===== src/rtl/ipc_mbox_pkg.sv =====
// Package: shared constants and types of the mailbox controller.
// Assumes byte addressing with 32-bit registers on word boundaries.
package ipc_mbox_pkg;
    localparam int unsigned DATA_W     = 32;
    localparam int unsigned WORD_BYTES = 4;
    localparam int unsigned OFS_VER    = 'h000;
    localparam int unsigned OFS_MSG    = 'h040;
    localparam int unsigned OFS_FULL   = 'h080;
    localparam int unsigned OFS_CNT    = 'h0C0;
    localparam int unsigned OFS_STAT   = 'h104;
    localparam int unsigned OFS_ENSET  = 'h108;
    localparam int unsigned OFS_ENCLR  = 'h10C;
    localparam int unsigned USR_STRIDE = 'h10;

    typedef enum logic [2:0] {
        RS_NONE, RS_VER, RS_MSG, RS_FULL, RS_CNT, RS_STAT, RS_EN
    } rsel_kind_e;

    typedef struct packed {
        rsel_kind_e  kind;
        logic [3:0]  idx;
    } rsel_t;
endpackage


===== src/rtl/mbox_addr_dec.sv =====
// Module: address decoder of the mailbox controller.
// Turns one bus access into per-mailbox push/pop strobes, per-user register
// write strobes and a read selector. Assumes at most one register matches an
// address. A cycle with both strobes counts as a write only.
module mbox_addr_dec
    import ipc_mbox_pkg::*;
#(
    parameter int N_MBOX = 4,
    parameter int N_USER = 2,
    parameter int ADDR_W = 9
) (
    input  logic [ADDR_W-1:0] addr_i,
    input  logic              we_i,
    input  logic              re_i,
    output logic [N_MBOX-1:0] msg_wr_o,
    output logic [N_MBOX-1:0] msg_rd_o,
    output logic [N_USER-1:0] stat_wr_o,
    output logic [N_USER-1:0] enset_wr_o,
    output logic [N_USER-1:0] enclr_wr_o,
    output rsel_t             rsel_o,
    output logic              rd_go_o
);
    // Decode the offset against every mapped register.
    always_comb begin
        rd_go_o    = re_i & ~we_i;
        msg_wr_o   = '0;
        msg_rd_o   = '0;
        stat_wr_o  = '0;
        enset_wr_o = '0;
        enclr_wr_o = '0;
        rsel_o     = '0;
        if (addr_i == ADDR_W'(OFS_VER)) begin
            rsel_o.kind = RS_VER;
        end
        for (int m = 0; m < N_MBOX; m++) begin
            if (addr_i == ADDR_W'(OFS_MSG + WORD_BYTES * m)) begin
                msg_wr_o[m] = we_i;
                msg_rd_o[m] = re_i & ~we_i;
                rsel_o.kind = RS_MSG;
                rsel_o.idx  = 4'(m);
            end
            if (addr_i == ADDR_W'(OFS_FULL + WORD_BYTES * m)) begin
                rsel_o.kind = RS_FULL;
                rsel_o.idx  = 4'(m);
            end
            if (addr_i == ADDR_W'(OFS_CNT + WORD_BYTES * m)) begin
                rsel_o.kind = RS_CNT;
                rsel_o.idx  = 4'(m);
            end
        end
        for (int u = 0; u < N_USER; u++) begin
            if (addr_i == ADDR_W'(OFS_STAT + USR_STRIDE * u)) begin
                stat_wr_o[u] = we_i;
                rsel_o.kind  = RS_STAT;
                rsel_o.idx   = 4'(u);
            end
            if (addr_i == ADDR_W'(OFS_ENSET + USR_STRIDE * u)) begin
                enset_wr_o[u] = we_i;
                rsel_o.kind   = RS_EN;
                rsel_o.idx    = 4'(u);
            end
            if (addr_i == ADDR_W'(OFS_ENCLR + USR_STRIDE * u)) begin
                enclr_wr_o[u] = we_i;
                rsel_o.kind   = RS_EN;
                rsel_o.idx    = 4'(u);
            end
        end
    end
endmodule


===== src/rtl/mbox_fifo.sv =====
// Module: one mailbox queue.
// Circular buffer of DEPTH words with an occupancy counter. A push into a
// full queue and a pop from an empty queue are refused. head_o is zero when
// the queue is empty. Storage words carry no reset; the counter guards them.
module mbox_fifo #(
    parameter int DEPTH  = 4,
    parameter int DATA_W = 32
) (
    input  logic                         clk,
    input  logic                         rst_n,
    input  logic                         push_req_i,
    input  logic                         pop_req_i,
    input  logic [DATA_W-1:0]            wdata_i,
    output logic [DATA_W-1:0]            head_o,
    output logic [$clog2(DEPTH+1)-1:0]   count_o,
    output logic                         full_o,
    output logic                         pushed_o,
    output logic                         popped_o
);
    localparam int CNT_W = $clog2(DEPTH + 1);
    localparam int PTR_W = (DEPTH > 1) ? $clog2(DEPTH) : 1;

    logic [DATA_W-1:0] mem [DEPTH];
    logic [PTR_W-1:0]  wr_ptr, rd_ptr;
    logic [CNT_W-1:0]  cnt;

    function automatic logic [PTR_W-1:0] ptr_inc(input logic [PTR_W-1:0] p);
        return (p == PTR_W'(DEPTH - 1)) ? '0 : p + PTR_W'(1);
    endfunction

    // Decide whether each request is accepted.
    always_comb begin
        full_o   = (cnt == CNT_W'(DEPTH));
        pushed_o = push_req_i & ~full_o;
        popped_o = pop_req_i & (cnt != '0);
        head_o   = (cnt != '0) ? mem[rd_ptr] : '0;
        count_o  = cnt;
    end

    // Store an accepted word.
    always_ff @(posedge clk) begin
        if (pushed_o) mem[wr_ptr] <= wdata_i;
    end

    // Advance the pointers and the occupancy counter.
    always_ff @(posedge clk) begin
        if (!rst_n) begin
            wr_ptr <= '0;
            rd_ptr <= '0;
            cnt    <= '0;
        end else begin
            if (pushed_o) wr_ptr <= ptr_inc(wr_ptr);
            if (popped_o) rd_ptr <= ptr_inc(rd_ptr);
            case ({pushed_o, popped_o})
                2'b10:   cnt <= cnt + CNT_W'(1);
                2'b01:   cnt <= cnt - CNT_W'(1);
                default: cnt <= cnt;
            endcase
        end
    end
endmodule


===== src/rtl/mbox_irq_unit.sv =====
// Module: event status, enable mask and interrupt line of one user.
// Events are set from the queues; writing ones clears status bits. Enable
// bits have separate set and clear strobes. A new event wins over a clear
// of the same bit in the same cycle.
module mbox_irq_unit #(
    parameter int EV_W = 8
) (
    input  logic            clk,
    input  logic            rst_n,
    input  logic [EV_W-1:0] ev_i,
    input  logic            stat_wr_i,
    input  logic            enset_wr_i,
    input  logic            enclr_wr_i,
    input  logic [EV_W-1:0] wdata_i,
    output logic [EV_W-1:0] status_o,
    output logic [EV_W-1:0] enable_o,
    output logic            irq_o
);
    // Collect events and apply write-one-to-clear.
    always_ff @(posedge clk) begin
        if (!rst_n) begin
            status_o <= '0;
        end else if (stat_wr_i) begin
            status_o <= (status_o & ~wdata_i) | ev_i;
        end else begin
            status_o <= status_o | ev_i;
        end
    end

    // Maintain the enable mask from the set and clear strobes.
    always_ff @(posedge clk) begin
        if (!rst_n) begin
            enable_o <= '0;
        end else if (enset_wr_i) begin
            enable_o <= enable_o | wdata_i;
        end else if (enclr_wr_i) begin
            enable_o <= enable_o & ~wdata_i;
        end
    end

    // Raise the line while any enabled event is pending.
    always_comb irq_o = |(status_o & enable_o);
endmodule


===== src/rtl/ipc_mailbox.sv =====
// Module: top of the interprocessor mailbox controller.
// Instantiates one queue per mailbox and one interrupt unit per user, and
// routes bus accesses through the decoder. Read data is registered.
// Assumes 2*N_MBOX <= 32 and N_MBOX, N_USER <= 16.
module ipc_mailbox
    import ipc_mbox_pkg::*;
#(
    parameter int N_MBOX    = 4,
    parameter int N_USER    = 2,
    parameter int DEPTH     = 4,
    parameter int ADDR_W    = 9,
    parameter int VER_MAJOR = 2,
    parameter int VER_MINOR = 1
) (
    input  logic              clk,
    input  logic              rst_n,
    input  logic [ADDR_W-1:0] bus_addr,
    input  logic              bus_we,
    input  logic [31:0]       bus_wdata,
    input  logic              bus_re,
    output logic [31:0]       bus_rdata,
    output logic [N_USER-1:0] irq_o
);
    localparam int EV_W  = 2 * N_MBOX;
    localparam int CNT_W = $clog2(DEPTH + 1);

    logic [N_MBOX-1:0] msg_wr, msg_rd, full, pushed, popped;
    logic [N_USER-1:0] stat_wr, enset_wr, enclr_wr;
    rsel_t             rsel;
    logic              rd_go;
    logic [31:0]       head [N_MBOX];
    logic [CNT_W-1:0]  cnt  [N_MBOX];
    logic [EV_W-1:0]   ev;
    logic [EV_W-1:0]   status [N_USER];
    logic [EV_W-1:0]   enable [N_USER];
    logic [31:0]       rd_val;
    logic [N_MBOX*CNT_W-1:0] cnt_flat;
    logic [N_USER*EV_W-1:0]  status_flat;

    mbox_addr_dec #(.N_MBOX(N_MBOX), .N_USER(N_USER), .ADDR_W(ADDR_W)) u_dec (
        .addr_i     (bus_addr),
        .we_i       (bus_we),
        .re_i       (bus_re),
        .msg_wr_o   (msg_wr),
        .msg_rd_o   (msg_rd),
        .stat_wr_o  (stat_wr),
        .enset_wr_o (enset_wr),
        .enclr_wr_o (enclr_wr),
        .rsel_o     (rsel),
        .rd_go_o    (rd_go)
    );

    for (genvar m = 0; m < N_MBOX; m++) begin : g_mbox
        mbox_fifo #(.DEPTH(DEPTH), .DATA_W(32)) u_fifo (
            .clk        (clk),
            .rst_n      (rst_n),
            .push_req_i (msg_wr[m]),
            .pop_req_i  (msg_rd[m]),
            .wdata_i    (bus_wdata),
            .head_o     (head[m]),
            .count_o    (cnt[m]),
            .full_o     (full[m]),
            .pushed_o   (pushed[m]),
            .popped_o   (popped[m])
        );
        assign ev[2*m]     = pushed[m];
        assign ev[2*m + 1] = popped[m];
        assign cnt_flat[m*CNT_W +: CNT_W] = cnt[m];
    end

    for (genvar u = 0; u < N_USER; u++) begin : g_user
        mbox_irq_unit #(.EV_W(EV_W)) u_irq (
            .clk        (clk),
            .rst_n      (rst_n),
            .ev_i       (ev),
            .stat_wr_i  (stat_wr[u]),
            .enset_wr_i (enset_wr[u]),
            .enclr_wr_i (enclr_wr[u]),
            .wdata_i    (bus_wdata[EV_W-1:0]),
            .status_o   (status[u]),
            .enable_o   (enable[u]),
            .irq_o      (irq_o[u])
        );
        assign status_flat[u*EV_W +: EV_W] = status[u];
    end

    // Select the value returned for the addressed register.
    always_comb begin
        rd_val = '0;
        case (rsel.kind)
            RS_VER: rd_val = {24'b0, 4'(VER_MAJOR), 4'(VER_MINOR)};
            RS_MSG, RS_FULL, RS_CNT: begin
                for (int m = 0; m < N_MBOX; m++) begin
                    if (rsel.idx == 4'(m)) begin
                        if (rsel.kind == RS_MSG)       rd_val = head[m];
                        else if (rsel.kind == RS_FULL) rd_val = {31'b0, full[m]};
                        else                           rd_val = 32'(cnt[m]);
                    end
                end
            end
            RS_STAT, RS_EN: begin
                for (int u = 0; u < N_USER; u++) begin
                    if (rsel.idx == 4'(u)) begin
                        rd_val = (rsel.kind == RS_STAT) ? 32'(status[u]) : 32'(enable[u]);
                    end
                end
            end
            default: rd_val = '0;
        endcase
    end

    // Register read data on an accepted read and hold it otherwise.
    always_ff @(posedge clk) begin
        if (!rst_n)     bus_rdata <= '0;
        else if (rd_go) bus_rdata <= rd_val;
    end
endmodule


===== config.mk =====
export PLATFORM = sky130hd
export DESIGN_NAME = ipc_mailbox
export DESIGN_NICKNAME = d
export VERILOG_FILES = /design/src/rtl/ipc_mbox_pkg.sv /design/src/rtl/mbox_addr_dec.sv /design/src/rtl/mbox_fifo.sv /design/src/rtl/mbox_irq_unit.sv /design/src/rtl/ipc_mailbox.sv
export SDC_FILE = /design/constraint.sdc
export NUM_CORES = 1
export LEC_CHECK = 0
export ABC_CLOCK_PERIOD_IN_PS = 3150
export BUFFER_PORTS_ARGS = -buffer_cell sky130_fd_sc_hd__buf_4
export CORE_UTILIZATION = 55
export DETAILED_ROUTE_END_ITERATION = 16
export PLACE_DENSITY = 0.87
export SLEW_MARGIN = 25
export SYNTH_ARGS = -nofsm -noshare
export SYNTH_HDL_FRONTEND = slang
export SYNTH_SLANG_ARGS = --single-unit

===== constraint.sdc =====
create_clock -name clk -period 3.15 [get_ports clk]
set_input_delay 0.315 -clock clk [delete_from_list [all_inputs] [get_ports clk]]
set_output_delay 0.315 -clock clk [all_outputs]
set_load 0.01 [all_outputs]

==> impl_metrics.yaml, run 1 <==
power_and_ir_drop:
  powerDensity_nw_per_um2: 573
  power_mw: 16.1
  leakagePower_nw: 9.05
  ir_drop_mv: 0.544
finish:
  drive_above_1_share_pct: 25.8
  mostFrequentLayoutCells: "edfxtp_1, buf_4, mux4_2"
  nets: 1626
  final_common_cell: "edfxtp_1"
  area_growth_pct: 16.2
  regArea_um2: 17400
  final_area_um2: 28100
  multi_input_area_um2: 6420
  nFillCells: 2847
synthesis:
  muxShareOfSynthArea_pct: 13.0
  synth_xor_xnor_area_share_pct: 0.326
  netlist_area_um2: 24200
  async_flop_share_pct: 0
  synth_compound_area_share_pct: 6.60
  synthTopCellsByArea: "edfxtp_1, mux4_2, dfxtp_1"
  synth-simple-area-share_pct: 4.97
  synth_adder_area_share_pct: 1.57
  synth-edff-count: 512
  ys_ff_latch: 612
  syn-mean-instance-area_um2: 17.4
  syn-num-nets: 1461
  yosys_warnings: 0
  synth_top_family_by_area: "multiplexers"
  yosys.area.top_type_share_pct: 63.6
  seq_area_frac_synth_pct: 71.9
  yosysTopAreaCell: "edfxtp_1"
  synth-main-ff-cell: "edfxtp_1"
  yosys.cell_types.count: 60
  netlist_instances: 1388
floorplanning:
  initial_core_util_pct: 56.0
  io_pins: 79
  die_h_um: 212
  die_area_um2: 44800
  core_um2: 43200
  die_w_um: 212
  rows: 76
cts:
  numClockSinks: 612
  clock_latency_ps: 660
  post_cts_resized: 0
  cts_tree: "done"
  htreeDepth: 2
  clockBufferDepth: 3
  cts-root-buf: "clkbuf_16"
  path_clk_slew_ps: 60
  cts_setup_buffers: 0
  numCtsBuffers: 58
detailed_routing:
  wirelength_mm: 60.6
  drt_iter0_markers: 1820
  drt-vias-per-instance: 6.45
  antenna_left: 0
  routedWlPerCell_um: 27.7
  vias: 14127
  dr.pass1.iters: 5
  drc: 0
timing:
  hold_viol: 0
  worstMarginPinSlew_ps: 872
  post-route-period-util_pct: 79.1
  period_minus_slack_ps: 2490
  rsz0062_at_grt: "no"
  drv_slew: 0
  max_freq_mhz: 401
  finalSetupViolCount: 0
  skew_ps: 56.5
  fin_tns_setup_ps: 0
  max_slew_margin_pct: 41.9
critical_path:
  critical-path-top-delay-family: "simple AND/OR/NAND/NOR gates"
  crit_buf_inv: 2
  endpoint_kind: "flip-flop"
  critPathRequiredTime_ps: 3690
  cp_slowest_cell: "or3_1"
  cp_cell_sequence: "buf_4, or3_1, nor3b_1, nand2_1, nor3_1, ha_1, inv_1, fa_1, xor2_1, or3_1, a21oi_1"
  crit_type: "primary input to flip-flop"
  cp.arrival_ps: 3030
  cp_max_fo: 7
  cp_common_cell: "or3_1"
  start_kind: "primary input"
  max_stage_delay_ps: 390
placed_design:
  port_buffers: 78
  place_area_um2: 25900
  place_congestion: 0.900
  hpwlAfterDp_mm: 35.4
min_path:
  holdCritPathClass: "primary input to flip-flop"
grt:
  antenna_found_initial: 1
  grt_overflow: 0
  grt_pass1_wl_mm: 88.9
  grtUsageTotal_pct: 27.7
  grt_max_degree: 43
  grt_pass1_vias: 14370
run_status:
  status: "completed"
run:
  maxCapViolations: 0
## layout make-up
cell class | count | area share (%)
timing repair buffer | 174 | 5.31
inverter | 26 | 0.348
multi-input combinational | 681 | 22.9
sequential | 612 | 61.9
clock inverter | 36 | 1.34
clock buffer | 74 | 5.60
tap | 585 | 2.61
antenna | 1 | 0.00891
## flip-flops by register name (all words and copies together), names as in the netlist, named ones only
register / count
g_mbox.u_fifo.mem: 512
bus_rdata: 32
g_user.u_irq.status_o: 16
g_mbox.u_fifo.count_o: 12
g_mbox.u_fifo.rd_ptr: 8
g_mbox.u_fifo.wr_ptr: 8
## tightest hold or removal path: stages
cell     delay, ps
buf_4          190
o21ai_0        100
a31oi_1         40
## report_power, final
group | internal [mW] | switching, mW
Combinational | 0.0857 | 0.198
Sequential | 8.76 | 0.00407
Clock | 3.97 | 3.07
Total | 12.8 | 3.28
## layer usage
metal | vias to the layer above | share of wire, % | track usage, %
met3 | 171 | 11 | 5.00
li1 | 5873 | - | -
met1 | 7136 | 35 | 35.1
met4 | 0 | 4.1 | 13.3
met2 | 947 | 50 | 46.3
met5 | - | 0 | 0
## cell families after synthesis
kind of cell	count (synthesis)
mux	153
flops	612
fa+ha+maj	28
xor+xnor	9
buf+inv	95
compound gates	237
simple gates	254
## cell usage after synthesis (all sizes together), types with 3 or more instances
library cell / instances
edfxtp: 512
mux4: 128
dfxtp: 100
nor2: 88
a21oi: 68
nand2: 68
clkbuf: 52
a22o: 51
o21ai: 43
a22oi: 28
inv: 26
mux2i: 25
ha: 24
nand3: 19
and2: 18
buf: 17
nor3: 14
or3: 13
a31oi: 10
xor2: 9
nor3b: 8
nand4: 6
o31ai: 6
and3: 5
a211oi: 4
fa: 4
o22a: 4
or2: 3
## metrics by stage
step           std cells  utilization, %  hold slack [ps]  setup WS, ps
2_1_floorplan       1388               -              414          69.6
3_3_place_gp        2054            60.0              441           161
3_5_place_dp        2054            60.0              446          85.3
4_1_cts             2188            65.0             50.0           736
5_1_grt             2189            65.0             77.8           493
6_report            2189            65.0             84.5           659
## timing repair
action | CTS | global route
endpoints found under the setup margin | 0 | 0
endpoints found under the hold margin | 377 | 0
hold buffers | 24 | 0
## path summary, 6_finish.rpt
kind              slack (ps)  cells past startpoint     startpoint                     endpoint
hold / removal            80                      3          rst_n                 bus_rdata[3]
setup reg to reg         790                      5      flip-flop                bus_rdata[11]
setup / recovery         660                     11    bus_addr[5]  g_mbox[2].u_fifo.count_o[2]
hold reg to reg          450                      2  bus_rdata[22]                bus_rdata[22]
Power figures use the tool's default switching activity.
==> run 2, diff against run 1 <==
--- a/config.mk
+++ b/config.mk
@@ -5,7 +5,7 @@
 export SDC_FILE = /design/constraint.sdc
 export NUM_CORES = 1
 export LEC_CHECK = 0
-export ABC_CLOCK_PERIOD_IN_PS = 3150
+export ABC_CLOCK_PERIOD_IN_PS = 2100
 export BUFFER_PORTS_ARGS = -buffer_cell sky130_fd_sc_hd__buf_4
 export CORE_UTILIZATION = 55
 export DETAILED_ROUTE_END_ITERATION = 16
==> constraint.sdc (replaced) <==
create_clock -name clk -period 2.1 [get_ports clk]
set_input_delay 0.21 -clock clk [delete_from_list [all_inputs] [get_ports clk]]
set_output_delay 0.21 -clock clk [all_outputs]
set_load 0.01 [all_outputs]
==> run 2 against run 1 <==
  * The flow now finishes with violations (setup timing)
  * Non-clock buffer count increased by 115
  * Clock skew fell by 0.54 ps
  * Combinational power grew 74%
  * First-iteration DRC count up 7.9%
  * Final area increased by 5.4%
  * Die area unchanged
  * Power increased by 50%
  * Sequential cell count stayed put
  * Worst setup slack worse by 660 ps
  * Critical path depth is 1 higher
  * Cell count is 5.0% higher
  * Clock power increased by 49%
  * Critical path type unchanged
  * Largest power group unchanged
  * Highest routed layer unchanged
==> impl_metrics.yaml, run 2 (same netlist as run 1, synthesis figures left out) <==
run_status:
  status: "complete, but fails checks"
  violations: "setup timing"
timing:
  setup_slack_ps: -4.16
  hold_viol: 0
  period_minus_slack_ps: 2100
  finalSetupViolCount: 1
  drv_slew: 0
  worstMarginPinSlew_ps: 561
  post-route-period-util_pct: 100
  max_freq_mhz: 475
  max_slew_margin_pct: 62.3
  rsz0062_at_grt: "yes"
  skew_ps: 55.9
critical_path:
  reg2reg_depth: 9
  crit_type: "primary input to flip-flop"
  start_kind: "primary input"
  critPathRequiredTime_ps: 2640
  cp_max_fo: 4
  r2r_setup_slack_ps: 20
  cp.arrival_ps: 2640
  endpoint_kind: "flip-flop"
  regToRegStartpoint: "g_mbox[2].u_fifo.count_o[2]"
  r2r-end: "g_mbox[2].u_fifo.count_o[2]"
power_and_ir_drop:
  powerDensity_nw_per_um2: 817
  ir_drop_mv: 0.784
  power_mw: 24.2
  leakagePower_nw: 9.81
grt:
  grtUsageTotal_pct: 29.7
  busiest_layer: "met2"
  grt_overflow: 0
  grt_pass1_wl_mm: 96.0
  antenna_found_initial: 0
  grt_util_met1_pct: 37.6
  grt_pass1_vias: 15366
  grt_max_degree: 43
  use_met3_pct: 6.20
  grt_util_met2_pct: 48.8
floorplanning:
  die_w_um: 212
  rows: 76
  io_pins: 79
  die_h_um: 212
  die_area_um2: 44800
  core_um2: 43200
  initial_core_util_pct: 56.0
finish:
  regMostFlops: "g_mbox.u_fifo.mem"
  final_common_cell: "edfxtp_1"
  mostFrequentLayoutCells: "edfxtp_1, buf_4, mux4_2"
  num_antenna_cells: 0
  reg.largest.list: "g_mbox.u_fifo.mem: 512 flops, bus_rdata: 32 flops, g_user.u_irq.status_o: 16 flops"
  drive_above_1_share_pct: 32.3
  largest_register_ffs: 512
  nFillCells: 2613
  layoutNonFillerInstCount: 2299
  multi_input_area_um2: 6600
  area_growth_pct: 22.5
  final_util_pct: 68.5
  final_area_um2: 29600
  nets: 1739
  regArea_um2: 17400
min_path:
  hold_path.startpoint: "bus_we"
  holdCritPathClass: "primary input to flip-flop"
  hold_end: "bus_rdata[4]"
  worstHoldPathCells: 4
cts:
  numClockSinks: 612
  clock_latency_ps: 650
  cts_tree: "done"
  path_clk_slew_ps: 60
  htreeDepth: 2
  cts-root-buf: "clkbuf_16"
  clockBufferDepth: 3
  numCtsBuffers: 56
detailed_routing:
  routedWlPerCell_um: 28.5
  vias: 14920
  dr.pass1.iters: 6
  drc: 0
  antenna_left: 0
  drt_iter0_markers: 1964
  drt-vias-per-instance: 6.49
  wirelength_mm: 65.5
placed_design:
  dp_cells: 2145
  port_buffers: 78
  place_area_um2: 27100
  place_congestion: 0.908
  hpwlAfterDp_mm: 38.3
run:
  maxCapViolations: 0
run 2: worst max-delay path: stages:
cell     delay (ps)
buf_4           120
or3_4           410
nor3b_4         260
nand2_4         110
buf_4           170
nor3_4          160
ha_2            210
inv_1            50
fa_2            330
xor2_1          160
or3_1           310
a21oi_1         140
run 2: routing by layer:
metal  up-vias  wire length (um)
met5         -                 0
met4         0              3250
met3       239              6830
met2      1035             32600
met1      7551             22800
li1       6095                 -
run 2: what timing repair did:
action,CTS,global route
hold buffers,33,0
endpoints found under the setup margin,2,15
pin swaps,0,10
setup buffers,0,15
hold endpoints to repair,502,0
resized for setup,2,32
run 2: where the power goes:
part | total (mW) | leakage [nW] | internal, mW | switching, mW
clock network | 10.5 | 0.937 | 5.96 | 4.57
logic | 0.494 | 3.45 | 0.179 | 0.316
registers | 13.1 | 5.41 | 13.1 | 0.00681
run 2: worst max path at each step:
stage,from,slack (ps),endpoint
after floorplan,bus_addr[5],-460,g_mbox[0].u_fifo.count_o[2]
after global placement,bus_addr[5],-520,g_mbox[1].u_fifo.count_o[2]
after detailed placement,bus_addr[5],-530,g_mbox[0].u_fifo.count_o[2]
after CTS,g_mbox[2].u_fifo.count_o[2],4,bus_rdata[27]
after global routing,bus_addr[8],-60,g_mbox[2].u_fifo.count_o[2]
final,bus_addr[8],-4,g_mbox[2].u_fifo.count_o[2]
run 2: area by class of cell:
type	instances	share of cell area (%)
Inverter	26	0.330
Multi-Input combinational cell	681	22.3
Clock inverter	24	1.06
Clock buffer	82	5.42
Tap cell	585	2.47
Sequential cell	612	58.8
Timing Repair Buffer	289	9.62
run 2: through the flow:
stage                     hold WS (ps)  setup WS, ps  setup TNS (ps)
after global routing               149         -56.0            -179
after floorplan                    309          -463         -111960
after detailed placement           447          -527         -159330
after CTS                         84.6          3.94               0
after global placement             442          -517         -140670
final                              137         -4.16           -4.16
